$ cat src/rtl/bmdma_pkg.sv
package bmdma_pkg;
  localparam int WORD_W     = 32;
  localparam int BEAT_BYTES = WORD_W / 8;
  localparam int DESC_BYTES = 8;
  localparam int OFF_CMD    = 0;
  localparam int OFF_STS    = 2;
  localparam int OFF_PTR    = 4;
  localparam int CMD_GO     = 0;
  localparam int CMD_D2M    = 3;
  localparam int STS_ACT    = 0;
  localparam int STS_ERR    = 1;
  localparam int STS_INT    = 2;
  localparam int DESC_LAST  = 31;

  typedef enum logic [2:0] {
    ST_IDLE, ST_FET_A, ST_FET_C, ST_RD_MEM, ST_WR_DEV, ST_RD_DEV, ST_WR_MEM, ST_HOLD
  } seq_st_e;
endpackage

$ cat src/rtl/bmdma_regs.sv
module bmdma_regs
  import bmdma_pkg::*;
#(
  parameter int ADDR_W = 32,
  parameter int RA_W   = 3
) (
  input  logic              clk_i,
  input  logic              rst_ni,
  input  logic              we_i,
  input  logic [RA_W-1:0]   addr_i,
  input  logic [7:0]        wdata_i,
  output logic [7:0]        rdata_o,
  input  logic              ev_ok_i,
  input  logic              ev_short_i,
  input  logic              ev_err_i,
  input  logic              ev_hold_i,
  output logic              start_o,
  output logic              stop_o,
  output logic              dir_o,
  output logic [ADDR_W-1:0] ptr_o,
  output logic              active_o,
  output logic              err_o,
  output logic              intr_o
);
  localparam int NBYTES = ADDR_W / 8;

  logic go_q, dir_q, act_q, err_q, int_q;
  logic [ADDR_W-1:0] ptr_q;
  logic cmd_wr, sts_wr;

  assign cmd_wr  = we_i && (int'(addr_i) == OFF_CMD);
  assign sts_wr  = we_i && (int'(addr_i) == OFF_STS);
  assign start_o = cmd_wr && wdata_i[CMD_GO] && !go_q && !act_q;
  assign stop_o  = cmd_wr && !wdata_i[CMD_GO] && go_q;

  always_ff @(posedge clk_i or negedge rst_ni) begin
    if (!rst_ni) begin
      go_q  <= 1'b0;
      dir_q <= 1'b0;
      act_q <= 1'b0;
      err_q <= 1'b0;
      int_q <= 1'b0;
      ptr_q <= '0;
    end else begin
      if (cmd_wr) begin
        go_q <= wdata_i[CMD_GO];
        if (!act_q) dir_q <= wdata_i[CMD_D2M];
      end
      if (start_o) act_q <= 1'b1;
      else if (stop_o || ev_ok_i || ev_short_i || ev_err_i) act_q <= 1'b0;
      // set events win over a same-cycle clear
      if (ev_ok_i || ev_hold_i) int_q <= 1'b1;
      else if (sts_wr && wdata_i[STS_INT]) int_q <= 1'b0;
      if (ev_err_i) err_q <= 1'b1;
      else if (sts_wr && wdata_i[STS_ERR]) err_q <= 1'b0;
      if (we_i && !act_q) begin
        for (int b = 0; b < NBYTES; b++) begin
          if (int'(addr_i) == OFF_PTR + b) ptr_q[8*b +: 8] <= wdata_i;
        end
      end
    end
  end

  always_comb begin
    rdata_o = '0;
    if (int'(addr_i) == OFF_CMD) begin
      rdata_o[CMD_GO]  = go_q;
      rdata_o[CMD_D2M] = dir_q;
    end
    if (int'(addr_i) == OFF_STS) begin
      rdata_o[STS_ACT] = act_q;
      rdata_o[STS_ERR] = err_q;
      rdata_o[STS_INT] = int_q;
    end
    for (int b = 0; b < NBYTES; b++) begin
      if (int'(addr_i) == OFF_PTR + b) rdata_o = ptr_q[8*b +: 8];
    end
  end

  assign dir_o    = dir_q;
  assign ptr_o    = ptr_q;
  assign active_o = act_q;
  assign err_o    = err_q;
  assign intr_o   = int_q;
endmodule

$ cat src/rtl/bmdma_seq.sv
module bmdma_seq
  import bmdma_pkg::*;
#(
  parameter int ADDR_W = 32,
  parameter int CNT_W  = 16
) (
  input  logic              clk_i,
  input  logic              rst_ni,
  input  logic              start_i,
  input  logic              stop_i,
  input  logic              dir_i,
  input  logic [ADDR_W-1:0] ptr_i,
  output logic              mem_req_o,
  output logic              mem_we_o,
  output logic [ADDR_W-1:0] mem_addr_o,
  output logic [WORD_W-1:0] mem_wdata_o,
  input  logic              mem_ack_i,
  input  logic              mem_err_i,
  input  logic [WORD_W-1:0] mem_rdata_i,
  input  logic              dev_rd_valid_i,
  input  logic [WORD_W-1:0] dev_rd_data_i,
  output logic              dev_rd_ready_o,
  output logic              dev_wr_valid_o,
  output logic [WORD_W-1:0] dev_wr_data_o,
  input  logic              dev_wr_ready_i,
  input  logic              dev_last_i,
  output logic              ev_ok_o,
  output logic              ev_short_o,
  output logic              ev_err_o,
  output logic              ev_hold_o
);
  localparam logic [CNT_W:0] CNT_FULL = {1'b1, {CNT_W{1'b0}}};
  localparam logic [CNT_W:0] CNT_STEP = (CNT_W+1)'(BEAT_BYTES);

  seq_st_e st_q;
  logic [ADDR_W-1:0] dptr_q, baddr_q;
  logic [CNT_W:0]    cnt_q, cnt_n;
  logic [WORD_W-1:0] data_q;
  logic eot_q, last_q;
  logic beat_fire, beat_last, desc_end, run_ok;
  logic unused_rdata;

  assign unused_rdata = ^mem_rdata_i[DESC_LAST-1:CNT_W];

  always_comb begin
    mem_req_o  = (st_q == ST_FET_A) || (st_q == ST_FET_C) ||
                 (st_q == ST_RD_MEM) || (st_q == ST_WR_MEM);
    mem_we_o   = (st_q == ST_WR_MEM);
    mem_addr_o = baddr_q;
    if (st_q == ST_FET_A) mem_addr_o = dptr_q;
    if (st_q == ST_FET_C) mem_addr_o = dptr_q + ADDR_W'(BEAT_BYTES);
    dev_rd_ready_o = (st_q == ST_RD_DEV);
    dev_wr_valid_o = (st_q == ST_WR_DEV);
    run_ok    = !stop_i;
    beat_fire = ((st_q == ST_WR_DEV) && dev_wr_ready_i) ||
                ((st_q == ST_WR_MEM) && mem_ack_i && !mem_err_i);
    beat_last = (st_q == ST_WR_DEV) ? dev_last_i : last_q;
    cnt_n     = cnt_q - CNT_STEP;
    desc_end  = (cnt_n == '0);
    ev_err_o   = run_ok && mem_req_o && mem_ack_i && mem_err_i;
    ev_ok_o    = run_ok && beat_fire && beat_last && desc_end && eot_q;
    ev_hold_o  = run_ok && beat_fire && beat_last && !(desc_end && eot_q);
    ev_short_o = run_ok && beat_fire && !beat_last && desc_end && eot_q;
  end

  assign mem_wdata_o   = data_q;
  assign dev_wr_data_o = data_q;

  always_ff @(posedge clk_i or negedge rst_ni) begin
    if (!rst_ni) begin
      st_q    <= ST_IDLE;
      dptr_q  <= '0;
      baddr_q <= '0;
      cnt_q   <= '0;
      data_q  <= '0;
      eot_q   <= 1'b0;
      last_q  <= 1'b0;
    end else if (stop_i) begin
      st_q <= ST_IDLE;
    end else if (ev_err_o) begin
      st_q <= ST_IDLE;
    end else begin
      unique case (st_q)
        ST_IDLE: if (start_i) begin
          dptr_q <= ptr_i;
          st_q   <= ST_FET_A;
        end
        ST_FET_A: if (mem_ack_i) begin
          baddr_q <= mem_rdata_i[ADDR_W-1:0];
          st_q    <= ST_FET_C;
        end
        ST_FET_C: if (mem_ack_i) begin
          cnt_q <= (mem_rdata_i[CNT_W-1:0] == '0) ? CNT_FULL
                                                  : {1'b0, mem_rdata_i[CNT_W-1:0]};
          eot_q <= mem_rdata_i[DESC_LAST];
          st_q  <= dir_i ? ST_RD_DEV : ST_RD_MEM;
        end
        ST_RD_MEM: if (mem_ack_i) begin
          data_q <= mem_rdata_i;
          st_q   <= ST_WR_DEV;
        end
        ST_RD_DEV: if (dev_rd_valid_i) begin
          data_q <= dev_rd_data_i;
          last_q <= dev_last_i;
          st_q   <= ST_WR_MEM;
        end
        ST_HOLD: ;
        default: ;
      endcase
      if (beat_fire) begin
        cnt_q   <= cnt_n;
        baddr_q <= baddr_q + ADDR_W'(BEAT_BYTES);
        if (beat_last)      st_q <= (desc_end && eot_q) ? ST_IDLE : ST_HOLD;
        else if (!desc_end) st_q <= dir_i ? ST_RD_DEV : ST_RD_MEM;
        else if (eot_q)     st_q <= ST_IDLE;
        else begin
          dptr_q <= dptr_q + ADDR_W'(DESC_BYTES);
          st_q   <= ST_FET_A;
        end
      end
    end
  end
endmodule

$ cat src/rtl/bmdma_engine.sv
module bmdma_engine
  import bmdma_pkg::*;
#(
  parameter int ADDR_W = 32,
  parameter int CNT_W  = 16,
  parameter int RA_W   = 3
) (
  input  logic              clk_i,
  input  logic              rst_ni,
  input  logic              reg_we_i,
  input  logic [RA_W-1:0]   reg_addr_i,
  input  logic [7:0]        reg_wdata_i,
  output logic [7:0]        reg_rdata_o,
  output logic              irq_o,
  output logic              mem_req_o,
  output logic              mem_we_o,
  output logic [ADDR_W-1:0] mem_addr_o,
  output logic [WORD_W-1:0] mem_wdata_o,
  input  logic              mem_ack_i,
  input  logic              mem_err_i,
  input  logic [WORD_W-1:0] mem_rdata_i,
  input  logic              dev_rd_valid_i,
  input  logic [WORD_W-1:0] dev_rd_data_i,
  output logic              dev_rd_ready_o,
  output logic              dev_wr_valid_o,
  output logic [WORD_W-1:0] dev_wr_data_o,
  input  logic              dev_wr_ready_i,
  input  logic              dev_last_i
);
  logic start_w, stop_w, dir_w, active_w, err_w, intr_w;
  logic ev_ok_w, ev_short_w, ev_err_w, ev_hold_w;
  logic [ADDR_W-1:0] ptr_w;

  bmdma_regs #(.ADDR_W(ADDR_W), .RA_W(RA_W)) i_regs (
    .clk_i, .rst_ni,
    .we_i(reg_we_i), .addr_i(reg_addr_i), .wdata_i(reg_wdata_i), .rdata_o(reg_rdata_o),
    .ev_ok_i(ev_ok_w), .ev_short_i(ev_short_w), .ev_err_i(ev_err_w), .ev_hold_i(ev_hold_w),
    .start_o(start_w), .stop_o(stop_w), .dir_o(dir_w), .ptr_o(ptr_w),
    .active_o(active_w), .err_o(err_w), .intr_o(intr_w)
  );

  bmdma_seq #(.ADDR_W(ADDR_W), .CNT_W(CNT_W)) i_seq (
    .clk_i, .rst_ni,
    .start_i(start_w), .stop_i(stop_w), .dir_i(dir_w), .ptr_i(ptr_w),
    .mem_req_o, .mem_we_o, .mem_addr_o, .mem_wdata_o,
    .mem_ack_i, .mem_err_i, .mem_rdata_i,
    .dev_rd_valid_i, .dev_rd_data_i, .dev_rd_ready_o,
    .dev_wr_valid_o, .dev_wr_data_o, .dev_wr_ready_i, .dev_last_i,
    .ev_ok_o(ev_ok_w), .ev_short_o(ev_short_w), .ev_err_o(ev_err_w), .ev_hold_o(ev_hold_w)
  );

  assign irq_o = intr_w;
endmodule

$ cat config.mk
export PLATFORM = sky130hd
export DESIGN_NAME = bmdma_engine
export DESIGN_NICKNAME = d
export VERILOG_FILES = /design/src/rtl/bmdma_pkg.sv /design/src/rtl/bmdma_regs.sv /design/src/rtl/bmdma_seq.sv /design/src/rtl/bmdma_engine.sv
export SDC_FILE = /design/constraint.sdc
export NUM_CORES = 1
export LEC_CHECK = 0
export BUFFER_PORTS_ARGS = -buffer_cell sky130_fd_sc_hd__buf_2
export CAP_MARGIN = 40
export CORE_MARGIN = 4
export CORE_UTILIZATION = 40
export DETAILED_ROUTE_END_ITERATION = 7
export RECOVER_POWER = 50
export SLEW_MARGIN = 20
export SYNTH_ARGS = -nofsm -noshare
export SYNTH_HDL_FRONTEND = slang
export SYNTH_SLANG_ARGS = --single-unit
$ cat constraint.sdc
create_clock -name clk_i -period 6 [get_ports clk_i]
set_input_delay 1.5 -clock clk_i [delete_from_list [all_inputs] [get_ports clk_i]]
set_output_delay 1.5 -clock clk_i [all_outputs]
set_load 0.01 [all_outputs]
==> flow_summary.ini, run 1 <==
[run_status]
outcome = finished, violations left
violations = max-capacitance violations, max-slew violations

[timing]
maxSlewViolCount = 60
setup-tns-final_ns = 0
fin_crit_sh_pct = 79.0
fmax_mhz = 211
fin_worst_skew_ns = 0.00794
slew_headroom_pct = -118
rsz0062_at_grt = no
finalHoldViolations = 0
setup_viol = 0
fin_ws_ns = 1.26
tightest_slew_ns = 3.27
fin_crit_ns = 4.74

[routing]
viasPerCell = 5.84
wl_met2_mm = 14.5
routed_wl_mm = 32.5
dr.pass1.iters = 7
top_layer = met4
drtAntennaViolNets = 0
vias = 9529
drtIter0Drc = 759
wl_per_cell_um = 19.9
route.detailed.drc = 0
wl_met1_mm = 14.9
dr_wl_met3_mm = 2.48

[clock_tree]
cts_made_buffers = 17
cts_tree = built
insertion_delay_ns = 0.43
htreeDepth = 4
cts.sinks = 155
post_cts_buffers = 0
root_buffer = clkbuf_16
cts_resized = 0
ctsHoldBuffers = 0
cts.path.max_buffers = 2
clk_pin_slew_ns = 0.07

[floorplan]
ios = 192
die_height_um = 166
dieArea_um2 = 27500
core_um2 = 24400
start_util_pct = 40.8
die_w_um = 166
rows = 57

[pwr]
power_per_cell_area_nw_per_um2 = 527
peakVddDrop_v = 0.000231
report.power.total_w = 0.00603
cellLeakagePower_nw = 4.70

[setup_path]
critPathArrivalTime_ns = 3.24
cp.required_ns = 4.50
cp_max_fo = 8
cp-end-kind = primary output
crit_type = register to primary output
startpoint = i_seq.dptr_q[6]$_DFFE_PN0P_
critPathLaunchType = register
r2r_start = i_seq.st_q[1]$_DFFE_PN0P_

[worst_hold_path]
min_path_type = register to register
min_from = i_seq.cnt_q[1]$_DFFE_PN0P_

[yosys]
synth_edf_count = 0
syn_nets = 1271
synthDistinctLibCells = 79
syn_inst = 1183
yosysSeqAreaShare_pct = 39.0
yosys_register_bits = 155
yosysMostFrequentCell = nor2_1
yosysTopAreaCell = dfrtp_1
synth_common_cells = nor2_1 (156), dfrtp_1 (155), a21oi_1 (144)
synth.avg_cell_area_um2 = 8.41
synth_area_leaders = dfrtp_1 (39%), a21oi_1 (7.2%), nor2_1 (5.9%)
synth-main-ff-cell = dfrtp_1
synth.top_cell.area_share_pct = 39.0
synth_area_um2 = 9950
async_flop_share_pct = 100
yosysWarnings = 0

[placement]
dp_hpwl_mm = 24.0
finalWeightedCongestion = 0.886
place_worst_setup_slack_ns = 1.73
portBuffers = 191

[global_routing]
grt_remaining_overflow = 0
grt_antenna_before_repair = 0
grt_pass1_wl_mm = 51.6
grt_max_degree = 65
grt_pass1_vias = 8818
grt_usage_pct = 23.0

[final_layout]
nets = 1384
drive_gt1_share_pct = 20.8
diodes = 0
area_growth_pct = 14.9

[run]
maxCapViolCount = 1
[layout by cell type, fill, tap and decap left out, types with 4 or more instances in the layout]
master / n
a22o_1: 7
dfrtp_1: 155
inv_1: 13
nor2_1: 156
and2_1: 16
a211oi_1: 25
inv_6: 6
ha_1: 5
and3_1: 22
nand4_1: 22
o22ai_1: 28
o22a_1: 4
nor2b_1: 5
o221a_2: 10
nand3_1: 44
clkbuf_1: 54
mux2i_1: 40
nor4_1: 11
a311oi_1: 8
clkbuf_16: 17
nor3_1: 30
a21o_1: 4
a211oi_2: 8
mux2_2: 39
nor3_2: 5
o21ai_0: 65
a21oi_1: 144
buf_2: 137
a31oi_1: 17
nand2_1: 111
mux4_2: 4
buf_4: 13
and4_1: 6
[registers in the layout, indices dropped and copies added, names as in the netlist, 3 cells and up]
name / flops
i_regs.ptr_o: 32
i_seq.baddr_q: 32
i_seq.cnt_q: 17
i_seq.dev_wr_data_o: 32
i_seq.dptr_q: 32
i_seq.st_q: 3
[report_power, final]
group / switching, W / internal, W
clock: 0.000487 / 0.000587
sequential: 0.000679 / 0.00153
combinational: 0.00161 / 0.00114
[kinds of logic (layout without fill, tap and decap cells)]
kind of cell	Yosys count	after routing	share of synthesized area, %
muxes	83	83	9.34
AOI/OAI and AO/OA	356	356	22.6
adders and majority gates	5	5	0.628
xor gates and xnor gates	2	2	0.176
and+or+nand+nor	453	453	21.9
DFF	155	155	39.0
buffers and inverters	129	255	6.40
[worst paths after layout]
check,to,slack [ns],depth (start not counted)
setup / recovery,mem_addr_o[31],1.26,8
hold / removal,i_seq.cnt_q[1]$_DFFE_PN0P_,0.50,2
setup reg to reg,i_seq.dptr_q[31]$_DFFE_PN0P_,2.65,7
hold reg to reg,i_seq.cnt_q[1]$_DFFE_PN0P_,0.50,2
max in group asynchronous,i_regs.ptr_o[2]$_DFFE_PN0P_,1.40,2
min in group asynchronous,i_seq.dev_wr_data_o[10]$_DFFE_PN0P_,2.15,1
[metrics by stage]
step           hold slack [ns]  area, um^2  utilization, %  std cells
4_1_cts                  0.497       11500            47.2       1632
3_5_place_dp             0.476       10900            44.8       1600
2_1_floorplan            0.442        9950               -       1183
3_3_place_gp             0.465       10900            44.6       1597
6_report                 0.503       11400            46.9       1633
5_1_grt                  0.523       11400            46.9       1633
[worst max-delay path: stages, from the launching register on]
cell and delay [ns]:
dfrtp_1 0.48, nand4_1 0.31, nor4_1 0.72, nor4b_4 0.45
and3_1 0.27, a211o_1 0.14, o221ai_1 0.11, a31oi_1 0.15
buf_2 0.16
[layout make-up]
| type | count | area [um^2] |
|---|---|---|
| well taps | 324 | 405 |
| repair buffers | 209 | 1050 |
| flip-flops and latches | 155 | 3880 |
| fillers | 2472 | 13000 |
| inverters | 14 | 52.6 |
| clock buffers | 17 | 425 |
| clock inverters | 15 | 153 |
| multi-input cells | 899 | 5470 |
[routing by layer]
metal | track usage [%] | up-vias
met5 | 0 | -
met3 | 4.90 | 35
li1 | - | 4545
met1 | 33.4 | 4551
met2 | 35.0 | 398
met4 | 5.99 | 0
No activity file was read; power rests on OpenSTA's default activity.
==> run 2, diff against run 1 <==
- clock period: 6 -> 4.7 ns (I/O delays scaled with it)
==> run 2 against run 1 <==
  * The flow still finishes with violations (max-capacitance violations, max-slew violations)
  * Die area stayed put
  * Via count increased by 0.99%
  * Wire length up 0.98%
  * Setup slack got worse by 1.1 ns
  * Critical endpoint unchanged
==> flow_summary.ini, run 2 (synthesis gave the netlist of run 1 again) <==
[clock_tree]
insertion_delay_ns = 0.43
ctsHoldBuffers = 0
htreeDepth = 4
clk_pin_slew_ns = 0.07
post_cts_buffers = 0
cts_made_buffers = 17
root_buffer = clkbuf_16
cts_resized = 0
cts.sinks = 155
cts.path.max_buffers = 2
cts_tree = built

[routing]
drtIter0Drc = 716
wl_per_cell_um = 20.1
dr.pass1.iters = 5
vias = 9623
route.detailed.drc = 0
routed_wl_mm = 32.9
drtAntennaViolNets = 0
viasPerCell = 5.88

[timing]
fin_ws_ns = 0.175
finalHoldViolations = 0
setup_viol = 0
slew_headroom_pct = -30.8
fin_worst_skew_ns = 0.0138
rsz0062_at_grt = no
fmax_mhz = 221
fin_crit_sh_pct = 96.3
fin_crit_ns = 4.52
tightest_slew_ns = 1.96
maxSlewViolCount = 74
setup-tns-final_ns = 0

[global_routing]
grt_max_degree = 74
grt_pass1_wl_mm = 52.1
grt_antenna_before_repair = 0
grt_usage_pct = 23.2
grt_remaining_overflow = 0
grt_pass1_vias = 8962

[run_status]
violations = max-capacitance violations, max-slew violations
outcome = finished, violations left

[pwr]
clkPwrFrac_pct = 17.7
switchingPower_w = 0.00353
cellLeakagePower_nw = 4.70
pwr-share-seq_pct = 36.7
power_per_cell_area_nw_per_um2 = 670
peakVddDrop_v = 0.000232
sw_frac_of_total_pct = 46.1
power.internal_w = 0.00413
power.share.combinational_pct = 45.7

[setup_path]
startpoint = i_seq.dptr_q[6]$_DFFE_PN0P_
cp.required_ns = 3.52
r2r_start = i_seq.st_q[1]$_DFFE_PN0P_
crit_path_max_incr_delay_ns = 0.84
path_cells = nand4_1 > nor4_1 > nor4b_4 > and3_1 > a211o_1 > o221ai_1 > a31oi_1 > buf_2
r2r_cells = 7
regToRegEndpoint = i_seq.dptr_q[24]$_DFFE_PN0P_
r2r_setup_slack_ns = 1.56
cp_max_fo = 8
slowest_stage = nor4_1
critPathLaunchType = register
critPathArrivalTime_ns = 3.35
cp-end-kind = primary output
cp-endpoint = mem_addr_o[31]
crit_type = register to primary output

[floorplan]
ios = 192
start_util_pct = 40.8
die_height_um = 166
dieArea_um2 = 27500
core_um2 = 24400
die_w_um = 166
rows = 57

[final_layout]
nets = 1388
most-common-layout-cells = nor2_1 (156), dfrtp_1 (155), a21oi_1 (144)
multi_input_area_um2 = 5470
fin_area_um2 = 11400
filler_cell_count = 2477
area_growth_pct = 14.7
drive_gt1_share_pct = 20.8
diodes = 0
final_common_cell = nor2_1
final-seq-area_um2 = 3880

[placement]
dp_hpwl_mm = 24.5
dpl-instance-area_um2 = 11000
finalWeightedCongestion = 0.932
place_worst_setup_slack_ns = 0.774
portBuffers = 191

[worst_hold_path]
min_from = i_seq.cnt_q[1]$_DFFE_PN0P_
min_path_type = register to register
whs_path_depth = 2

[run]
maxCapViolCount = 1
## run 2: power by group through the flow
stage               registers, W  clock network [W]  logic, W
global placement         0.00277                  0   0.00351
CTS                      0.00278            0.00138   0.00357
floorplan                0.00248                  0   0.00262
detailed placement       0.00280                  0   0.00356
global route             0.00292            0.00144   0.00384
finish                   0.00281            0.00135   0.00350
## run 2: per-layer routing
metal  vias up  routed length, um  GRT usage, %  part of all wire (%)
li1       4532                  -             -                     -
met1      4634              14900          32.4                    45
met5         -                  0             0                     0
met2       404              14900          36.9                    45
met3        53               2260          4.26                   6.9
met4         0                796          6.85                   2.4
## run 2: stage by stage
stage	total power, W	hold WS (ns)	instances	utilization [%]
2_1_floorplan	0.00510	0.442	1183	-
4_1_cts	0.00773	0.492	1636	47.3
6_report	0.00765	0.485	1636	46.8
3_5_place_dp	0.00635	0.475	1605	44.9
5_1_grt	0.00820	0.518	1636	46.8
3_3_place_gp	0.00628	0.469	1602	44.8
## run 2: worst min path at each step
stage | to | slack (ns)
finish | i_seq.cnt_q[1]$_DFFE_PN0P_ | 0.49
global route | i_seq.baddr_q[1]$_DFFE_PN0P_ | 0.52
CTS | i_seq.cnt_q[1]$_DFFE_PN0P_ | 0.49
detailed placement | i_seq.baddr_q[1]$_DFFE_PN0P_ | 0.48
global placement | i_seq.baddr_q[0]$_DFFE_PN0P_ | 0.47
floorplan | i_seq.dptr_q[0]$_DFFE_PN0P_ | 0.44
## run 2: critical path: cells and delay by family (launching register included)
kind | cells | cell delay [ns]
AND/OR/NAND/NOR | 4 | 1.87
buffers and inverters | 1 | 0.17
flip-flops | 1 | 0.46
AO/OA/AOI/OAI | 3 | 0.41
## run 2: layout make-up
type                    instances  area share, %
repair buffers                213           9.16
clock inverters                14           1.23
well taps                     324           3.55
inverters                      14          0.460
flip-flops and latches        155           34.0
multi-input cells             899           47.9
clock buffers                  17           3.72
